**config.mk**
```make
export PLATFORM = sky130hd
export DESIGN_NAME = sig_mf_inserter
export DESIGN_NICKNAME = d
export VERILOG_FILES = /design/src/rtl/sig_mf_pkg.sv /design/src/rtl/sig_nibble_store.sv /design/src/rtl/sig_mf_fsm.sv /design/src/rtl/sig_octet_mux.sv /design/src/rtl/sig_mf_inserter.sv
export SDC_FILE = /design/constraint.sdc
export NUM_CORES = 1
export LEC_CHECK = 0
export ABC_AREA = 1
export BUFFER_PORTS_ARGS = -buffer_cell sky130_fd_sc_hd__buf_2
export CORE_AREA = 2 2 176 178
export CTS_CLUSTER_SIZE = 30
export DETAILED_ROUTE_END_ITERATION = 10
export DIE_AREA = 0 0 178 180
export PLACE_DENSITY = 0.39
export SLEW_MARGIN = 20
export SYNTH_ARGS = -nofsm -noshare
export SYNTH_HDL_FRONTEND = slang
export SYNTH_SLANG_ARGS = --single-unit
```
**constraint.sdc**
```tcl
create_clock -name clk -period 2.6 [get_ports clk]
set_input_delay 0.13 -clock clk [delete_from_list [all_inputs] [get_ports clk]]
set_output_delay 0.13 -clock clk [all_outputs]
set_load 0.005 [all_outputs]
```
**src/rtl/sig_mf_pkg.sv**
```systemverilog
package sig_mf_pkg;
    localparam int NIB_W = 4;
    localparam int OCT_W = 2 * NIB_W;

    typedef enum logic [1:0] {
        ST_WAIT  = 2'd0,
        ST_ALIGN = 2'd1,
        ST_CHAN  = 2'd2
    } mf_state_t;

    localparam logic [OCT_W-1:0] IDLE_OCTET = 8'hFF;
    localparam logic [NIB_W-1:0] RESET_NIB  = 4'b1101;
endpackage

```
**src/rtl/sig_nibble_store.sv**
```systemverilog
module sig_nibble_store
    import sig_mf_pkg::*;
#(
    parameter int CHANS = 30,
    localparam int CW = $clog2(CHANS + 1)
) (
    input  logic                         clk,
    input  logic                         rst_n,
    input  logic                         wr_en,
    input  logic [CW-1:0]                wr_chan,
    input  logic [NIB_W-1:0]             wr_nib,
    output logic [CHANS-1:0][NIB_W-1:0]  nib_all
);
    logic [CHANS-1:0][NIB_W-1:0] nib_q;

    for (genvar g = 0; g < CHANS; g++) begin : g_chan
        always_ff @(posedge clk) begin
            if (!rst_n) begin
                nib_q[g] <= RESET_NIB;
            end else if (wr_en && (wr_chan == CW'(g + 1))) begin
                nib_q[g] <= wr_nib;
            end
        end
    end

    assign nib_all = nib_q;

    logic bad_chan;
    assign bad_chan = (wr_chan == '0) || (wr_chan > CW'(CHANS));

    // an out-of-range channel number leaves every state untouched
    assert_bad_chan_ignored_R7: assert property (@(posedge clk) disable iff (!rst_n)
        (wr_en && bad_chan) |=> $stable(nib_q));

    // a valid write is visible in the store one edge later
    assert_write_lands_R6: assert property (@(posedge clk) disable iff (!rst_n)
        (wr_en && !bad_chan) |=> (nib_q[$past(wr_chan) - CW'(1)] == $past(wr_nib)));
endmodule

```
**src/rtl/sig_mf_fsm.sv**
```systemverilog
module sig_mf_fsm
    import sig_mf_pkg::*;
#(
    parameter int FRAMES = 16,
    localparam int FW = $clog2(FRAMES)
) (
    input  logic          clk,
    input  logic          rst_n,
    input  logic          frame_start,
    output logic [FW-1:0] frame_q,
    output logic [FW-1:0] frame_nxt,
    output logic          run
);
    localparam logic [FW-1:0] LAST = FW'(FRAMES - 1);

    mf_state_t state_q, state_d;

    always_comb begin
        state_d = state_q;
        unique case (state_q)
            ST_WAIT:  if (frame_start) state_d = ST_ALIGN;            // go_first
            ST_ALIGN: if (frame_start) state_d = ST_CHAN;             // go_chan
            ST_CHAN:  if (frame_start)
                          state_d = (frame_q == LAST) ? ST_ALIGN      // go_wrap
                                                      : ST_CHAN;      // go_step
            default:  state_d = ST_WAIT;
        endcase
    end

    // state register process
    always_ff @(posedge clk) begin
        if (!rst_n) begin
            state_q <= ST_WAIT;
            frame_q <= '0;
        end else if (frame_start) begin
            state_q <= state_d;
            frame_q <= frame_nxt;
        end
    end

    // output process
    always_comb begin
        run = (state_q != ST_WAIT);
        unique case (state_q)
            ST_WAIT:  frame_nxt = '0;
            ST_ALIGN: frame_nxt = FW'(1);
            ST_CHAN:  frame_nxt = (frame_q == LAST) ? '0 : frame_q + FW'(1);
            default:  frame_nxt = '0;
        endcase
    end

    // the frame number advances by one per strobe
    assert_advance_R3: assert property (@(posedge clk) disable iff (!rst_n)
        (run && frame_start && frame_q != LAST) |=> (frame_q == $past(frame_q) + FW'(1)));

    // frame 15 wraps to frame 0
    assert_wrap_R3: assert property (@(posedge clk) disable iff (!rst_n)
        (run && frame_start && frame_q == LAST) |=> (frame_q == '0));

    // the alignment state always coincides with frame 0
    assert_align_frame_R2: assert property (@(posedge clk) disable iff (!rst_n)
        (state_q == ST_ALIGN) |-> (frame_q == '0));

    // once started, the multiframe keeps running
    assert_run_sticky_R2: assert property (@(posedge clk) disable iff (!rst_n)
        run |=> run);
endmodule

```
**src/rtl/sig_octet_mux.sv**
```systemverilog
module sig_octet_mux
    import sig_mf_pkg::*;
#(
    parameter int FRAMES = 16,
    localparam int FW    = $clog2(FRAMES),
    localparam int CHANS = 2 * (FRAMES - 1),
    localparam int HALF  = FRAMES - 1,
    localparam int IW    = $clog2(CHANS)
) (
    input  logic [CHANS-1:0][NIB_W-1:0] nib_all,
    input  logic [FW-1:0]               frame_sel,
    input  logic                        alarm,
    output logic [OCT_W-1:0]            octet
);
    logic [IW-1:0] hi_idx, lo_idx;

    always_comb begin
        hi_idx = IW'(frame_sel) - IW'(1);
        lo_idx = IW'(frame_sel) + IW'(HALF - 1);
        if (frame_sel == '0) begin
            octet = {{NIB_W{1'b0}}, 1'b1, alarm, 2'b11};
        end else begin
            octet = {nib_all[hi_idx], nib_all[lo_idx]};
        end
    end
endmodule

```
**src/rtl/sig_mf_inserter.sv**
```systemverilog
module sig_mf_inserter
    import sig_mf_pkg::*;
#(
    parameter int FRAMES = 16,
    localparam int FW    = $clog2(FRAMES),
    localparam int CHANS = 2 * (FRAMES - 1),
    localparam int CW    = $clog2(CHANS + 1)
) (
    input  logic             clk,
    input  logic             rst_n,
    input  logic             frame_start,
    input  logic             rmt_alarm,
    input  logic             wr_en,
    input  logic [CW-1:0]    wr_chan,
    input  logic [NIB_W-1:0] wr_nibble,
    output logic [OCT_W-1:0] ts16_octet,
    output logic [FW-1:0]    mf_frame,
    output logic             mf_run
);
    logic [CHANS-1:0][NIB_W-1:0] nib_all;
    logic [FW-1:0]               frame_nxt;
    logic [OCT_W-1:0]            octet_d;
    logic [OCT_W-1:0]            octet_q;

    sig_nibble_store #(.CHANS(CHANS)) u_store (
        .clk     (clk),
        .rst_n   (rst_n),
        .wr_en   (wr_en),
        .wr_chan (wr_chan),
        .wr_nib  (wr_nibble),
        .nib_all (nib_all)
    );

    sig_mf_fsm #(.FRAMES(FRAMES)) u_fsm (
        .clk         (clk),
        .rst_n       (rst_n),
        .frame_start (frame_start),
        .frame_q     (mf_frame),
        .frame_nxt   (frame_nxt),
        .run         (mf_run)
    );

    sig_octet_mux #(.FRAMES(FRAMES)) u_mux (
        .nib_all   (nib_all),
        .frame_sel (frame_nxt),
        .alarm     (rmt_alarm),
        .octet     (octet_d)
    );

    always_ff @(posedge clk) begin
        if (!rst_n) begin
            octet_q <= IDLE_OCTET;
        end else if (frame_start) begin
            octet_q <= octet_d;
        end
    end

    assign ts16_octet = octet_q;

    // the idle octet is held until the multiframe starts
    assert_idle_octet_R1: assert property (@(posedge clk) disable iff (!rst_n)
        !mf_run |-> (ts16_octet == IDLE_OCTET));

    // outputs hold between strobes
    assert_hold_between_strobes_R8: assert property (@(posedge clk) disable iff (!rst_n)
        !frame_start |=> ($stable(ts16_octet) && $stable(mf_frame)));

    // fixed bits of the alignment octet
    assert_align_layout_R4: assert property (@(posedge clk) disable iff (!rst_n)
        (mf_run && mf_frame == '0) |-> (ts16_octet[7:3] == 5'b00001 && ts16_octet[1:0] == 2'b11));
endmodule

```
==> run_results.csv <==
group,metric,value,unit
global_route,grt_first_pass_wirelength,44.1,mm
critical_path,cp_common_cell,"nand2_1",
critical_path,r2r-start,"u_fsm.state_q[0]",
critical_path,worstPathRequired,2.93,ns
sta,rsz0062_at_grt,"false",
routing,avgRoutedWirePerCell,18.0,um
routing,drtIter0Drc,641,
cts,cts.path.max_buffers,2,
floorplan,std_cell_rows,64,
finish,layout-drive-gt1-share,0.117,
sta,tightest_slew,0.758,ns
global_route,grt_overflow,0,
placement,dpl.hpwl,19.9,mm
power_and_ir_drop,ir_worst_vdd,405,uV
critical_path,slowest_stage,"dfxtp_1",
global_route,grt_pass1_vias,7076,
cts,cts-buffers-inserted,17,
floorplan,chipWidth,178,um
power_and_ir_drop,leakage,4.23,nW
logic_synthesis,post_synth.cell_area_avg,6.59,um2
logic_synthesis,synth_warnings,0,
hold_path,min_from,"wr_nibble[1]",
logic_synthesis,syn-instance-count,1134,
critical_path,cp_slowest_stage_delay,0.35,ns
critical_path,r2r-end,"ts16_octet[1]",
finish,nets,1185,
logic_synthesis,ys.flop_type,"dfxtp_1",
finish,final_cell_area,9030,um2
routing,vias,7666,
floorplan,dieHeight,180,um
sta,fin_crit,2.41,ns
global_route,antenna_found_initial,0,
sta,fin_crit_sh,0.926,
placement,port_buffers,26,
cts,clk_latency,0.44,ns
logic_synthesis,synth_common_cells,"nand3_1, nand2_1, dfxtp_1",
logic_synthesis,synth_largest_area_cell,"dfxtp_1",
power_and_ir_drop,powerDensity,629,nW/um2
critical_path,cp-end-kind,"flip-flop",
global_route,track_usage,0.181,
logic_synthesis,ys_ff_latch,134,
sta,slew_viol_final,0,
sta,setup_viol,0,
cts,cts.sinks,134,
routing,drt_pass1_iterations,7,
finish,fill_cells,3320,
critical_path,critPathBufInv,5,
critical_path,r2r_cells,17,
cts,cts_max_level,4,
critical_path,critPathLaunchType,"flip-flop",
sta,skew,0.0156,ns
flow_run,maxCapViolCount,0,
sta,maxSlewHeadroom,0.493,
floorplan,io_pins,27,
sta,final-hold-violation-count,0,
critical_path,critPathArrivalTime,2.74,ns
logic_synthesis,synthTopCellsByArea,"dfxtp_1, nand3_1, nand2_1",
sta,whs,0.0217,ns
critical_path,timing.critical_path.cells,"inv_2, ha_4, nand2_1, buf_4, nor2_2, nand2_2, ha_4, inv_1, buf_12, nand3_1, nand3_2, nand3_2, nand2_1, inv_1, nand2_1, nand2_1, nand2_1",
critical_path,critPathMaxFanout,8,
hold_path,whs_endpoint,"u_store.nib_all[81]",
floorplan,initial_core_util,0.248,
hold_path,min_path_cells,3,
hold_path,hold_class,"in -> reg",
cts,cts_tree,"yes",
logic_synthesis,synth_nets,1157,
placement,routabilityCongestion,0.821,
routing,detail-route-antenna-nets,0,
logic_synthesis,synth_edf_count,0,
logic_synthesis,synthArstFlopShare,0,
critical_path,crit_family,"simple AND/OR/NAND/NOR gates",
routing,wirelength,28.3,mm
cts,cts_root_buf,"clkbuf_16",
logic_synthesis,synthesis.area,7470,um2
critical_path,worstSetupPathType,"reg -> reg",
logic_synthesis,ys_types,24,
critical_path,r2r_slack,0.19,ns
routing,drt-vias-per-instance,4.88,
logic_synthesis,ys_seq_area_frac,0.359,
finish,final-seq-area,2680,um2
logic_synthesis,synth_top_area_frac,0.359,
sta,fmax,415,MHz
finish,area_growth_syn_to_layout,20.8,%
routing,drc,0,
cts,clk_pin_slew,0.07,ns
placement,placed_cell_area,8320,um2
run_status,status,"completed",
logic_synthesis,yosysMostFrequentCell,"nand3_1",
global_route,grt_max_degree,100,
sta,setup-tns-final,0,ns
floorplan,fp.coreArea,30200,um2
floorplan,die-area,32000,um2
finish,multi_input_area,4040,um2
finish,antenna_cells,0,
==> worst min-delay path: cells and delay by family <==
kind	cells	cell delay, ns
buf+inv	2	0.23
compound gates	1	0.05
==> cells in the final DEF, fill, tap and decap left out, drive strengths merged <==
cell type	instances
o21ai	59
a21oi	66
nand2	249
a211oi	1
nand3b	19
inv	131
clkinv	6
nand4	6
dlygate4sd3	1
buf	79
a221oi	1
ha	9
clkinvlp	1
bufinv	3
o211ai	70
nor2	58
dfxtp	134
nand3	264
clkbuf	18
==> how the worst max path moves through the flow <==
stage | from | endpoint | slack (ns) | depth (start not counted)
final | u_fsm.state_q[0] | ts16_octet[1] | 0.19 | 17
after global routing | u_fsm.state_q[0] | ts16_octet[3] | 0.03 | 18
after CTS | u_fsm.state_q[0] | ts16_octet[1] | 0.01 | 17
after detailed placement | u_fsm.state_q[0] | ts16_octet[1] | 0.05 | 17
after global placement | u_fsm.state_q[0] | ts16_octet[1] | 0.06 | 17
after floorplan | u_fsm.state_q[0] | ts16_octet[4] | 0.009 | 19
==> routing by layer <==
metal,part of all wire,routed length (um),global-route usage,vias up
met5,0,0,0,-
met3,0.047,1320,0.0283,34
li1,-,-,-,3873
met2,0.43,12200,0.267,204
met4,0.023,665,0.0587,0
met1,0.50,14100,0.267,3555
==> state kept, by name (all words and copies together) (netlist names) <==
| register | flops |
|---|---|
| ts16_octet | 8 |
| u_fsm.frame_q | 4 |
| u_fsm.state_q | 2 |
| u_store.nib_all | 120 |
==> power by group <==
part / switching (W) / total [W] / internal (W)
Sequential: 0.0000260 / 0.00212 / 0.00209
Combinational: 0.000623 / 0.000956 / 0.000333
Clock: 0.00107 / 0.00260 / 0.00154
Total: 0.00171 / 0.00568 / 0.00396
==> per-stage QoR <==
step                 util  power, W  worst slack, ns  std cells
floorplan               -   0.00274          0.00907       1134
global placement    0.276   0.00312           0.0626       1537
detailed placement  0.276   0.00311           0.0469       1537
CTS                 0.296   0.00575           0.0149       1570
global route        0.299   0.00592           0.0334       1571
finish              0.299   0.00568            0.193       1571
==> area by class of cell <==
| cell class | count | area share |
|---|---|---|
| clock buffer | 18 | 0.0475 |
| tap | 396 | 0.0549 |
| sequential | 134 | 0.297 |
| clock inverter | 14 | 0.0208 |
| timing repair buffer | 80 | 0.0795 |
| inverter | 127 | 0.0528 |
| multi-input combinational | 802 | 0.447 |
==> logic make-up (layout without fill, tap and decap cells) <==
kind of cell,Yosys count,after routing,share of synthesized area
simple gates,596,596,0.359
buf+inv,198,239,0.111
compound gates,197,197,0.156
flops,134,134,0.359
fa+ha+maj,9,9,0.0151
==> repair_timing <==
item                                    CTS  global route
hold endpoints to repair                  1             0
buffers inserted                          0             1
hold buffers                              1             0
endpoints found under the setup margin    0             8
gates resized for setup                   0            17
(Power assumes the default switching activity.)
